## src/rtl/wake_pkg.sv

```systemverilog
package wake_pkg;
  localparam logic [2:0] MODE_LOW  = 3'b000;
  localparam logic [2:0] MODE_HIGH = 3'b001;
  localparam logic [2:0] MODE_FALL = 3'b010;
  localparam logic [2:0] MODE_RISE = 3'b011;
  localparam logic [2:0] MODE_BOTH = 3'b100;
  localparam logic [2:0] MODE_RST  = MODE_FALL;

  function automatic logic mode_legal(input logic [2:0] m);
    return m <= MODE_BOTH;
  endfunction

  function automatic logic is_level(input logic [2:0] m);
    return m[2:1] == 2'b00;
  endfunction

  function automatic logic level_match(input logic [2:0] m, input logic s);
    return (m == MODE_LOW) ? ~s : s;
  endfunction

  function automatic logic edge_match(input logic [2:0] m, input logic rise,
                                      input logic fall);
    case (m)
      MODE_FALL: return fall;
      MODE_RISE: return rise;
      MODE_BOTH: return rise | fall;
      default:   return 1'b0;
    endcase
  endfunction

  function automatic logic [1:0] status_merge(input logic [1:0] st, input logic rise,
                                              input logic fall);
    return st | {fall, rise};
  endfunction

  function automatic logic [7:0] pack_byte(input logic en, input logic [1:0] st,
                                           input logic [2:0] m);
    return {1'b0, m, st, 1'b0, en};
  endfunction
endpackage

```

## src/rtl/wake_sync.sv

```systemverilog
module wake_sync #(
  parameter int WIDTH  = 4,
  parameter int STAGES = 2
) (
  input  logic             clk,
  input  logic             rst_n,
  input  logic [WIDTH-1:0] d_in,
  output logic [WIDTH-1:0] d_out
);
  logic [WIDTH-1:0] stg [STAGES];

  always_ff @(posedge clk or negedge rst_n) begin
    if (!rst_n) stg[0] <= '0;
    else        stg[0] <= d_in;
  end

  for (genvar k = 1; k < STAGES; k++) begin : g_stage
    always_ff @(posedge clk or negedge rst_n) begin
      if (!rst_n) stg[k] <= '0;
      else        stg[k] <= stg[k-1];
    end
  end

  assign d_out = stg[STAGES-1];
endmodule

```

## src/rtl/wake_chan.sv

```systemverilog
module wake_chan
  import wake_pkg::*;
(
  input  logic       clk,
  input  logic       rst_n,
  input  logic       wr_en,
  input  logic [7:0] wr_byte,
  input  logic       clr,
  input  logic       s_cur,
  output logic       en,
  output logic [2:0] mode,
  output logic [1:0] st,
  output logic       req,
  output logic       hit
);
  logic       s_prev;
  logic       pend;
  logic       rise, fall;
  logic [2:0] mode_new;
  logic       mode_take, mode_moves;

  assign mode_new   = wr_byte[6:4];
  assign mode_take  = wr_en && mode_legal(mode_new);
  assign mode_moves = mode_take && (mode_new != mode);

  assign rise = s_cur & ~s_prev;
  assign fall = ~s_cur & s_prev;
  assign hit  = en && edge_match(mode, rise, fall);
  assign req  = en && (is_level(mode) ? level_match(mode, s_cur) : pend);

  always_ff @(posedge clk or negedge rst_n) begin
    if (!rst_n) begin
      s_prev <= 1'b0;
      mode   <= MODE_RST;
      en     <= 1'b0;
      st     <= 2'b00;
      pend   <= 1'b0;
    end else begin
      s_prev <= s_cur;
      if (mode_take) mode <= mode_new;
      if (wr_en && !mode_moves) en <= wr_byte[0];
      if (clr || !en)  pend <= 1'b0;
      else if (hit)    pend <= 1'b1;
      if (clr)                            st <= 2'b00;
      else if (en && mode == MODE_BOTH)   st <= status_merge(st, rise, fall);
    end
  end
endmodule

```

## src/rtl/wake_sense_top.sv

```systemverilog
module wake_sense_top
  import wake_pkg::*;
#(
  parameter int NCH         = 4,
  parameter int SYNC_STAGES = 2
) (
  input  logic            clk,
  input  logic            rst_n,
  input  logic            reg_wr,
  input  logic [8*NCH-1:0] reg_wdata,
  output logic [8*NCH-1:0] reg_rdata,
  input  logic [NCH-1:0]  clr,
  input  logic [NCH-1:0]  pin_in,
  output logic [NCH-1:0]  wake_req
);
  logic [NCH-1:0]   pin_s;
  logic [NCH-1:0]   ch_en;
  logic [NCH-1:0]   ch_hit;
  logic [3*NCH-1:0] ch_mode;
  logic [2*NCH-1:0] ch_st;

  wake_sync #(.WIDTH(NCH), .STAGES(SYNC_STAGES)) u_sync (
    .clk(clk), .rst_n(rst_n), .d_in(pin_in), .d_out(pin_s)
  );

  for (genvar i = 0; i < NCH; i++) begin : g_ch
    wake_chan u_chan (
      .clk    (clk),
      .rst_n  (rst_n),
      .wr_en  (reg_wr),
      .wr_byte(reg_wdata[8*i +: 8]),
      .clr    (clr[i]),
      .s_cur  (pin_s[i]),
      .en     (ch_en[i]),
      .mode   (ch_mode[3*i +: 3]),
      .st     (ch_st[2*i +: 2]),
      .req    (wake_req[i]),
      .hit    (ch_hit[i])
    );
    assign reg_rdata[8*i +: 8] = pack_byte(ch_en[i], ch_st[2*i +: 2], ch_mode[3*i +: 3]);
  end
endmodule

```

## config.mk

```make
export PLATFORM = sky130hd
export DESIGN_NAME = wake_sense_top
export DESIGN_NICKNAME = d
export VERILOG_FILES = /design/src/rtl/wake_pkg.sv /design/src/rtl/wake_sync.sv /design/src/rtl/wake_chan.sv /design/src/rtl/wake_sense_top.sv
export SDC_FILE = /design/constraint.sdc
export NUM_CORES = 1
export LEC_CHECK = 0
export ABC_CLOCK_PERIOD_IN_PS = 1300
export BUFFER_PORTS_ARGS = -buffer_cell sky130_fd_sc_hd__buf_2
export CORE_UTILIZATION = 44
export DETAILED_ROUTE_END_ITERATION = 12
export PLACE_DENSITY = 0.75
export SYNTH_ARGS = -nofsm -noshare
export SYNTH_HDL_FRONTEND = slang
export SYNTH_HIERARCHICAL = 1
export SYNTH_SLANG_ARGS = --single-unit
export TNS_END_PERCENT = 1
```

## constraint.sdc

```tcl
create_clock -name clk -period 1.3 [get_ports clk]
set_input_delay 0.065 -clock clk [delete_from_list [all_inputs] [get_ports clk]]
set_output_delay 0.065 -clock clk [all_outputs]
set_load 0.02 [all_outputs]
```

==> results.json <==
{
  "syn_to_final_growth_pct": 34.0,
  "die_h_um": 71.4,
  "status": "finished, violations left",
  "final_cell_mix": "buf_2, dfrtp_1, inv_1",
  "grt_pass1_vias": 1784,
  "final_max_slew_viol_count": 0,
  "drcViolationCount": 0,
  "grt_pass1_wl_um": 7530,
  "gp_congestion": 0.780,
  "cp_cell_sequence": "buf_4 > o21ai_0 > o31ai_1 > and2_1 > buf_6",
  "clock-sinks": 40,
  "num_antenna_cells": 0,
  "track_usage_pct": 19.1,
  "coreArea_um2": 4500,
  "worstSetupStartpoint": "g_ch[2].u_chan/mode[1]",
  "fp.dieW_um": 71.4,
  "clockBufferDepth": 2,
  "portBuffers": 54,
  "clk_pin_slew_ns": 0.07,
  "clock-skew-final_ns": 0.00639,
  "vdd_drop_max_mv": 0.859,
  "critPathKind": "register to output port",
  "first_pass_iters": 4,
  "design_area_um2": 2840,
  "syn_avg_cell_area_um2": 9.96,
  "drtIter0Drc": 65,
  "r2r-start": "g_ch[2].u_chan/mode[0]",
  "critPathArrivalTime_ns": 1.46,
  "root_buffer": "clkbuf_8",
  "synthCells": 213,
  "crit_path_start_kind": "register",
  "place_ws_ns": -0.131,
  "place_area_um2": 2570,
  "r2r-end": "g_ch[2].u_chan/en",
  "period_minus_slack_ns": 1.52,
  "ant_nets": 0,
  "hpwl_um": 3190,
  "fmax_ghz": 0.656,
  "rsz0062_at_grt": "true",
  "power_density_nw_per_um2": 1130,
  "cts_tree": "built",
  "cp-endpoint": "wake_req[2]",
  "start_util_pct": 47.1,
  "max_cap_viol_count": 0,
  "finalWorstSetupSlack_ns": -0.225,
  "final_common_cell": "buf_2",
  "vias_per_cell": 5.01,
  "min_path_cells": 2,
  "post_drt_wl_per_cell_um": 12.6,
  "hold_viol": 0,
  "antenna_found_initial": 0,
  "crit_path_max_fanout": 6,
  "holdWs_ns": 0.00818,
  "drive_gt1_share_pct": 35.4,
  "fin_nets": 352,
  "fp-row-count": 24,
  "leakagePower_nw": 1.48,
  "cp_slowest_cell": "dfstp_2",
  "finalWirelength_um": 4470,
  "critPathRequiredTime_ns": 1.24,
  "synth_area_um2": 2120,
  "ys_warn_count": 6,
  "r2r_setup_slack_ns": -0.15,
  "io_pins": 79,
  "r2r_cells": 5,
  "violations": "setup timing",
  "cts-buffers-inserted": 5,
  "overflow": 0,
  "final-setup-viol-count": 8,
  "cpPeakStageDelay_ns": 0.60,
  "htreeDepth": 2,
  "via_count": 1772,
  "worstSkewPairLatency_ns": 0.29,
  "hold_path_class": "input port to register",
  "finalCritPeriodShare_pct": 117,
  "grt_max_degree": 24,
  "endpoint_kind": "output port",
  "dieArea_um2": 5100
}
-- area by class of cell --
type	count	area, µm²
Clock buffer	7	76.3
Clock inverter	1	5.00
Fill cell	369	1660
Inverter	28	105
Multi-Input combinational cell	136	973
Sequential cell	40	1010
Tap cell	52	65.1
Timing Repair Buffer	90	606
-- critical path, delay by kind of cell, from the launching register on --
kind | cells | cell delay [ns]
AOI/OAI and AO/OA | 2 | 0.13
buffers and inverters | 2 | 0.26
DFF | 1 | 0.60
and+or+nand+nor | 1 | 0.18
-- where the power goes --
group | internal [W] | total [W] | leakage, nW | switching [W]
sequential | 0.00137 | 0.00150 | 0.489 | 0.000132
combinational | 0.000445 | 0.000923 | 0.952 | 0.000478
clock | 0.000377 | 0.000787 | 0.0422 | 0.000410
total | 0.00219 | 0.00321 | 1.48 | 0.00102
-- timing repair --
item | 4_1_cts | 5_1_grt
endpoints found under the hold margin | 30 | 0
gates resized for setup | 8 | 6
endpoints found under the setup margin | 8 | 12
pin swaps | 1 | 4
setup buffers | 3 | 0
hold buffers | 11 | 0
-- worst min path at each step --
stage                                  endpoint  slack (ns)           from
after global routing          g_ch[2].u_chan/en       0.009  reg_wdata[16]
final                         g_ch[3].u_chan/en       0.008  reg_wdata[24]
after CTS                     g_ch[3].u_chan/en       0.001  reg_wdata[24]
after detailed placement  g_ch[1].u_chan/s_prev        0.03          rst_n
after global placement     g_ch[1].u_chan/st[1]        0.03          rst_n
after floorplan               g_ch[0].u_chan/en       -0.23          rst_n
-- state kept, by name (all words and copies together) (netlist names) --
register and flops:
g_ch.u_chan/st 8, g_ch.u_chan/s_prev 4, u_sync/stg 4, g_ch.u_chan/en 4, g_ch.u_chan/pend 4, u_sync/d_out 4, g_ch.u_chan/mode 12
-- through the flow --
| stage | util, % | total power [W] | setup TNS (ns) | std cells |
|---|---|---|---|---|
| after CTS | 62.4 | 0.00324 | -1.40 | 354 |
| after detailed placement | 57.1 | 0.00236 | -0.487 | 332 |
| after global routing | 63.1 | 0.00340 | -2.29 | 354 |
| final | 63.1 | 0.00321 | -1.28 | 354 |
| after global placement | 57.1 | 0.00234 | -0.328 | 332 |
| after floorplan | - | 0.00204 | -0.577 | 220 |
-- per-layer routing --
layer | wire length, µm | vias up | share of wire (%) | global-route usage [%]
met1 | 1990 | 846 | 45 | 21.7
met3 | 134 | 5 | 3.0 | 3.38
met5 | 0 | - | 0 | 0
met2 | 2290 | 39 | 51 | 35.2
met4 | 50 | 0 | 1.1 | 7.78
li1 | - | 882 | - | -
Note: power is estimated with default switching activity, not from simulation.
